File: src/rtl/mcdp_pkg.sv
package mcdp_pkg;

  localparam int XLEN     = 32;
  localparam int RIDX_W   = 5;
  localparam int NREGS    = 1 << RIDX_W;
  localparam int IMM_W    = 16;
  localparam int JIDX_W   = 26;
  localparam int OPC_W    = 6;

  typedef enum logic [2:0] {
    ALU_ADD  = 3'd0,
    ALU_SUB  = 3'd1,
    ALU_AND  = 3'd2,
    ALU_OR   = 3'd3,
    ALU_XOR  = 3'd4,
    ALU_SLT  = 3'd5,
    ALU_NOR  = 3'd6,
    ALU_SLTU = 3'd7
  } alu_op_e;

  typedef enum logic [1:0] {
    OPB_REG   = 2'd0,
    OPB_FOUR  = 2'd1,
    OPB_IMM   = 2'd2,
    OPB_IMMX4 = 2'd3
  } opb_sel_e;

  typedef enum logic [1:0] {
    PCS_ALU  = 2'd0,
    PCS_RES  = 2'd1,
    PCS_JUMP = 2'd2,
    PCS_ALT  = 2'd3
  } pc_sel_e;

  typedef struct packed {
    logic [OPC_W-1:0]  opcode;
    logic [RIDX_W-1:0] rs;
    logic [RIDX_W-1:0] rt;
    logic [RIDX_W-1:0] rd;
    logic [RIDX_W-1:0] shamt;
    logic [OPC_W-1:0]  funct;
  } instr_fields_t;

  function automatic logic [XLEN-1:0] sext_imm(input logic [IMM_W-1:0] imm);
    return {{(XLEN-IMM_W){imm[IMM_W-1]}}, imm};
  endfunction

  function automatic logic [XLEN-1:0] jump_target(input logic [XLEN-1:0] cur_pc,
                                                  input logic [XLEN-1:0] instr);
    return {cur_pc[XLEN-1:JIDX_W+2], instr[JIDX_W-1:0], 2'b00};
  endfunction

  function automatic logic [XLEN-1:0] alu_eval(input logic [2:0] op,
                                               input logic [XLEN-1:0] a,
                                               input logic [XLEN-1:0] b);
    logic [XLEN-1:0] y;
    case (alu_op_e'(op))
      ALU_ADD:  y = a + b;
      ALU_SUB:  y = a - b;
      ALU_AND:  y = a & b;
      ALU_OR:   y = a | b;
      ALU_XOR:  y = a ^ b;
      ALU_SLT:  y = ($signed(a) < $signed(b)) ? {{(XLEN-1){1'b0}}, 1'b1} : '0;
      ALU_NOR:  y = ~(a | b);
      ALU_SLTU: y = (a < b) ? {{(XLEN-1){1'b0}}, 1'b1} : '0;
      default:  y = '0;
    endcase
    return y;
  endfunction

endpackage

File: src/rtl/mcdp_enreg.sv
module mcdp_enreg #(
  parameter int          W       = 32,
  parameter logic [W-1:0] RST_VAL = '0
) (
  input  logic         clk,
  input  logic         rst_n,
  input  logic         en,
  input  logic [W-1:0] d,
  output logic [W-1:0] q
);

  always_ff @(posedge clk) begin
    if (!rst_n)  q <= RST_VAL;
    else if (en) q <= d;
  end

endmodule

File: src/rtl/mcdp_regfile.sv
module mcdp_regfile #(
  parameter int N = 32,
  parameter int W = 32
) (
  input  logic                 clk,
  input  logic                 rst_n,
  input  logic [$clog2(N)-1:0] ra_a,
  input  logic [$clog2(N)-1:0] ra_b,
  output logic [W-1:0]         rd_a,
  output logic [W-1:0]         rd_b,
  input  logic                 we,
  input  logic [$clog2(N)-1:0] wa,
  input  logic [W-1:0]         wd
);

  localparam int AW = $clog2(N);

  logic [W-1:0] regs [N];
  logic         wr_live;

  // a write aimed at entry 0 is dropped
  assign wr_live = we && (wa != '0);

  always_ff @(posedge clk) begin
    if (!rst_n) begin
      for (int i = 0; i < N; i++) regs[i] <= '0;
    end else if (wr_live) begin
      regs[wa] <= wd;
    end
  end

  assign rd_a = (ra_a == AW'(0)) ? '0 : regs[ra_a];
  assign rd_b = (ra_b == AW'(0)) ? '0 : regs[ra_b];

endmodule

File: src/rtl/mcdp_alu.sv
module mcdp_alu
  import mcdp_pkg::*;
#(
  parameter int W = XLEN
) (
  input  logic [2:0]   op,
  input  logic [W-1:0] a,
  input  logic [W-1:0] b,
  output logic [W-1:0] y
);

  assign y = alu_eval(op, a, b);

endmodule

File: src/rtl/mcdp_datapath.sv
module mcdp_datapath
  import mcdp_pkg::*;
#(
  parameter logic [XLEN-1:0] RESET_PC = '0
) (
  input  logic            clk,
  input  logic            rst_n,
  input  logic            pc_we,
  input  logic            ir_we,
  input  logic            mdr_we,
  input  logic            a_we,
  input  logic            b_we,
  input  logic            res_we,
  input  logic            rf_we,
  input  logic            addr_sel,
  input  logic            opa_sel,
  input  logic [1:0]      opb_sel,
  input  logic [2:0]      alu_op,
  input  logic            dst_sel,
  input  logic            wb_sel,
  input  logic [1:0]      pc_sel,
  input  logic [XLEN-1:0] mem_rdata,
  output logic [XLEN-1:0] mem_addr,
  output logic [XLEN-1:0] mem_wdata,
  output logic [OPC_W-1:0] opcode,
  output logic [OPC_W-1:0] funct,
  output logic            ops_equal,
  output logic [XLEN-1:0] pc
);

  localparam logic [XLEN-1:0] STEP = XLEN'(4);

  logic [XLEN-1:0]   pc_q, pc_next;
  logic [XLEN-1:0]   ir_q, mdr_q, a_q, b_q, res_q;
  logic [XLEN-1:0]   rf_rd_a, rf_rd_b;
  logic [XLEN-1:0]   imm_ext, imm_x4, jump_tgt;
  logic [XLEN-1:0]   alu_a, alu_b, alu_y;
  logic [RIDX_W-1:0] wr_addr;
  logic [XLEN-1:0]   wr_data;
  instr_fields_t     fld;

  assign fld      = instr_fields_t'(ir_q);
  assign imm_ext  = sext_imm(ir_q[IMM_W-1:0]);
  assign imm_x4   = imm_ext << 2;
  assign jump_tgt = jump_target(pc_q, ir_q);

  // program counter
  mcdp_enreg #(.W(XLEN), .RST_VAL(RESET_PC)) u_pc (
    .clk(clk), .rst_n(rst_n), .en(pc_we), .d(pc_next), .q(pc_q)
  );

  // phase-holding registers
  mcdp_enreg #(.W(XLEN)) u_ir  (.clk(clk), .rst_n(rst_n), .en(ir_we),  .d(mem_rdata), .q(ir_q));
  mcdp_enreg #(.W(XLEN)) u_mdr (.clk(clk), .rst_n(rst_n), .en(mdr_we), .d(mem_rdata), .q(mdr_q));
  mcdp_enreg #(.W(XLEN)) u_a   (.clk(clk), .rst_n(rst_n), .en(a_we),   .d(rf_rd_a),   .q(a_q));
  mcdp_enreg #(.W(XLEN)) u_b   (.clk(clk), .rst_n(rst_n), .en(b_we),   .d(rf_rd_b),   .q(b_q));
  mcdp_enreg #(.W(XLEN)) u_res (.clk(clk), .rst_n(rst_n), .en(res_we), .d(alu_y),     .q(res_q));

  // register file
  assign wr_addr = dst_sel ? fld.rd : fld.rt;
  assign wr_data = wb_sel  ? mdr_q  : res_q;

  mcdp_regfile #(.N(NREGS), .W(XLEN)) u_rf (
    .clk(clk), .rst_n(rst_n),
    .ra_a(fld.rs), .ra_b(fld.rt),
    .rd_a(rf_rd_a), .rd_b(rf_rd_b),
    .we(rf_we), .wa(wr_addr), .wd(wr_data)
  );

  // shared ALU operand selection
  assign alu_a = opa_sel ? a_q : pc_q;

  always_comb begin
    case (opb_sel_e'(opb_sel))
      OPB_REG:   alu_b = b_q;
      OPB_FOUR:  alu_b = STEP;
      OPB_IMM:   alu_b = imm_ext;
      OPB_IMMX4: alu_b = imm_x4;
      default:   alu_b = b_q;
    endcase
  end

  mcdp_alu #(.W(XLEN)) u_alu (.op(alu_op), .a(alu_a), .b(alu_b), .y(alu_y));

  // next PC source
  always_comb begin
    case (pc_sel_e'(pc_sel))
      PCS_RES:  pc_next = res_q;
      PCS_JUMP: pc_next = jump_tgt;
      default:  pc_next = alu_y;
    endcase
  end

  // memory port and controller feedback
  assign mem_addr  = addr_sel ? res_q : pc_q;
  assign mem_wdata = b_q;
  assign opcode    = fld.opcode;
  assign funct     = fld.funct;
  assign ops_equal = (a_q == b_q);
  assign pc        = pc_q;

endmodule

File: config.mk
export PLATFORM = sky130hd
export DESIGN_NAME = mcdp_datapath
export DESIGN_NICKNAME = d
export VERILOG_FILES = /design/src/rtl/mcdp_pkg.sv /design/src/rtl/mcdp_enreg.sv /design/src/rtl/mcdp_regfile.sv /design/src/rtl/mcdp_alu.sv /design/src/rtl/mcdp_datapath.sv
export SDC_FILE = /design/constraint.sdc
export NUM_CORES = 2
export LEC_CHECK = 0
export BUFFER_PORTS_ARGS = -buffer_cell sky130_fd_sc_hd__buf_2
export CORE_MARGIN = 4
export CORE_UTILIZATION = 61
export CTS_BUF_LIST = sky130_fd_sc_hd__clkbuf_2 sky130_fd_sc_hd__clkbuf_4 sky130_fd_sc_hd__clkbuf_8
export DETAILED_ROUTE_END_ITERATION = 12
export PLACE_DENSITY = 0.78
export SKIP_LAST_GASP = 1
export SYNTH_ARGS = -nofsm -noshare
export SYNTH_HDL_FRONTEND = slang
export SYNTH_SLANG_ARGS = --single-unit
File: constraint.sdc
create_clock -name clk -period 7 [get_ports clk]
set_input_delay 0.7 -clock clk [delete_from_list [all_inputs] [get_ports clk]]
set_output_delay 0.7 -clock clk [all_outputs]
set_load 0.02 [all_outputs]
==> impl_metrics.toml <==
[synth]
synth-edff-count = 1024
yosysSeqAreaShare_pct = 52.4
synth_compound_area_share_pct = 5.49
synth-simple-area-share_pct = 10.0
synth.distinct_cells = 90
synthFlopType = "edfxtp_1"
synth_xor_area_share_pct = 0.541
yosysWarnings = 0
synth.area.top_cells = "edfxtp_1, mux4_2, nor2_1"
netlist_area_um2 = 66400
syn_avg_cell_area_um2 = 13.0
synth_seq_cells = 1226
synth_top_area_share_pct = 46.3
synth_mux_area_share_pct = 26.0
syn-instance-count = 5110
synthAdderAreaFrac_pct = 1.91
synth_top_cell_by_area = "edfxtp_1"
async_flop_share_pct = 0
synth_top_family_by_area = "multiplexers"

[placed_design]
hpwl_um = 139000
gp_congestion = 0.968
io_buffers = 160

[clock_tree]
clkTransAtPathRegs_ps = 60
htreeDepth = 4
clockRootBuffer = "clkbuf_8"
cts_buffers = 196
postCtsHoldBufs = 0
clockBufferDepth = 3
postCtsResizedCells = 0
cts_tree = "done"
clock_sinks = 1226
clk-insertion-delay-late_ps = 920
post-cts-setup-buffers = 0

[critical_path]
endpoint_kind = "flip-flop"
critical_path_class = "in -> reg"
r2r-end = "u_pc.q[22]$_SDFFE_PN0P_"
arrival_ps = 5260
worst-r2r-cell-count = 13
r2r_start = "u_ir.q[15]$_SDFFE_PN0P_"
cp.required_ps = 7760
cp_max_fo = 20
r2r_setup_slack_ps = 2620
startpoint_type = "primary input"

[min_path]
hold_depth = 3
hold_class = "in -> reg"
min_from = "mem_rdata[29]"
whs_endpoint = "u_ir.q[29]$_SDFFE_PN0P_"

[die]
start_util_pct = 61.7
die_width_um = 338
dieArea_um2 = 114000
io_pins = 161
row_count = 120
core-area_um2 = 108000
chipHeight_um = 338

[final_layout]
mostFrequentLayoutCells = "nor2_1, edfxtp_1, mux4_2, clkbuf_8, mux2i_1"
drive_gt1_share_pct = 26.7
area_delta_synth_final_pct = 9.18
nFillCells = 7276
final_common_cell = "nor2_1"
layout.nets = 5284

[route]
viasPerCell = 7.32
routed_wl_um = 228000
ant_nets = 0
num_vias = 49000
wire_per_inst_um = 34.1
dr.pass1.iters = 9
drt_iter0_drc = 8199
drc_errors = 0

[sta]
hold_viol = 0
slew_headroom_pct = 14.3
slew_viol_final = 0
rsz0062_at_grt = "no"
fin_crit_ps = 4500
layout_worst_path_cycle_share_pct = 64.3
fmax_ghz = 0.222
finalSetupViolations = 0
worst_slew_pin_slew_ps = 1260
tns_ps = 0
finClkSkew_ps = 44.1

[power_and_ir_drop]
p_leak_nw = 25.3
finalPower_mw = 17.7
irDropWorstVdd_uv = 209
pwr_density_cell_nw_per_um2 = 244

[grt]
grt_max_degree = 106
overflow = 0
antenna_found_initial = 7
grt_pass1_wl_um = 325000
first_global_vias = 48200
grt_use_total_pct = 40.0

[outcome]
run_status = "finished, final reports clean"

[flow_run]
cap_violations = 0
synth_stat cells, drive strengths merged (6+ instances only):
| master | instances |
|---|---|
| and3 | 15 |
| o221ai | 8 |
| a221o | 11 |
| clkbuf | 379 |
| nand4 | 7 |
| nor3b | 7 |
| mux2i | 229 |
| nand2 | 174 |
| or4 | 6 |
| xor2 | 36 |
| o21ai | 99 |
| mux2 | 50 |
| a221oi | 23 |
| or3 | 11 |
| or2 | 9 |
| a21oi | 182 |
| inv | 103 |
| ha | 98 |
| nor3 | 32 |
| nor2 | 1299 |
| o22ai | 32 |
| nor4 | 17 |
| dfxtp | 202 |
| nand3 | 31 |
| a211o | 6 |
| o211ai | 35 |
| o31ai | 12 |
| a31oi | 20 |
| and2 | 8 |
| buf | 121 |
| mux4 | 640 |
| o21bai | 6 |
| nor2b | 17 |
| edfxtp | 1024 |
| o21a | 11 |
| nand2b | 15 |
| a211oi | 26 |
| a21o | 34 |
through the flow:
stage | util (%) | cell area (um^2) | cells | setup WS (ps) | hold WS (ps)
floorplan | - | 66500 | 5141 | 2220 | 460
global placement | 63.8 | 68700 | 6337 | 1780 | 469
detailed placement | 63.8 | 68700 | 6337 | 1700 | 482
CTS | 67.3 | 72500 | 6692 | 2660 | 10.0
global route | 67.4 | 72500 | 6696 | 2340 | 43.9
finish | 67.4 | 72500 | 6698 | 2500 | 63.1
state kept, by name, summed over array words and instances, names as in the netlist, named ones only:
| name | count |
|---|---|
| u_mdr.q | 32 |
| u_ir.q | 32 |
| u_res.q | 32 |
| u_b.q | 32 |
| u_pc.q | 32 |
| u_a.q | 32 |
| u_rf.regs | 1024 |
area by class of cell:
class	instances	area [um^2]	area share, %
timing repair buffer	293	1930	2.66
clock inverter	82	488	0.673
antenna	6	15.0	0.0207
tap	1403	1760	2.42
inverter	105	402	0.554
sequential	1226	34800	48.0
clock buffer	273	3340	4.61
multi-input combinational	3310	29800	41.0
kinds of logic after synthesis:
logic type	Yosys count
AO/OA/AOI/OAI	561
AND/OR/NAND/NOR	1657
adder cells (fa/ha/maj)	100
buffers and inverters	605
other	1
multiplexers	919
flip-flops	1226
XOR/XNOR	41
report_power, final:
part	total [mW]	switching (mW)	internal [mW]
sequential	8.51	0.309	8.20
combinational	2.99	1.85	1.15
clock	6.16	2.93	3.22
worst max-delay path by stage:
stage,from,slack (ps),depth (start not counted),endpoint
finish,opb_sel[1],2500,14,u_pc.q[22]$_SDFFE_PN0P_
global route,opb_sel[1],2340,14,u_pc.q[30]$_SDFFE_PN0P_
global placement,opb_sel[1],1780,13,u_pc.q[22]$_SDFFE_PN0P_
floorplan,opb_sel[1],2220,15,u_pc.q[22]$_SDFFE_PN0P_
CTS,opb_sel[1],2660,13,u_pc.q[22]$_SDFFE_PN0P_
detailed placement,opb_sel[1],1700,13,u_pc.q[22]$_SDFFE_PN0P_
metal layers:
| metal | vias to the layer above | GRT usage (%) | routed length, um |
|---|---|---|---|
| met1 | 23900 | 49.9 | 71400 |
| met3 | 1104 | 13.7 | 36900 |
| met5 | - | 0 | 12 |
| met4 | 2 | 25.3 | 18000 |
| met2 | 4706 | 60.7 | 102000 |
| li1 | 19300 | - | - |
worst max-delay path: stages:
cell and delay (ps):
buf_2 510, and2_0 870, nand2_1 110, o21ai_0 150, ha_1 420, nor2_1 370, nand3_1 220, a2111oi_4 400
nor3_2 170, a211o_1 340, nand2_2 140, mux2_4 320, nor4_1 390, nor4_2 90
Note: power is estimated with default switching activity, not from simulation.
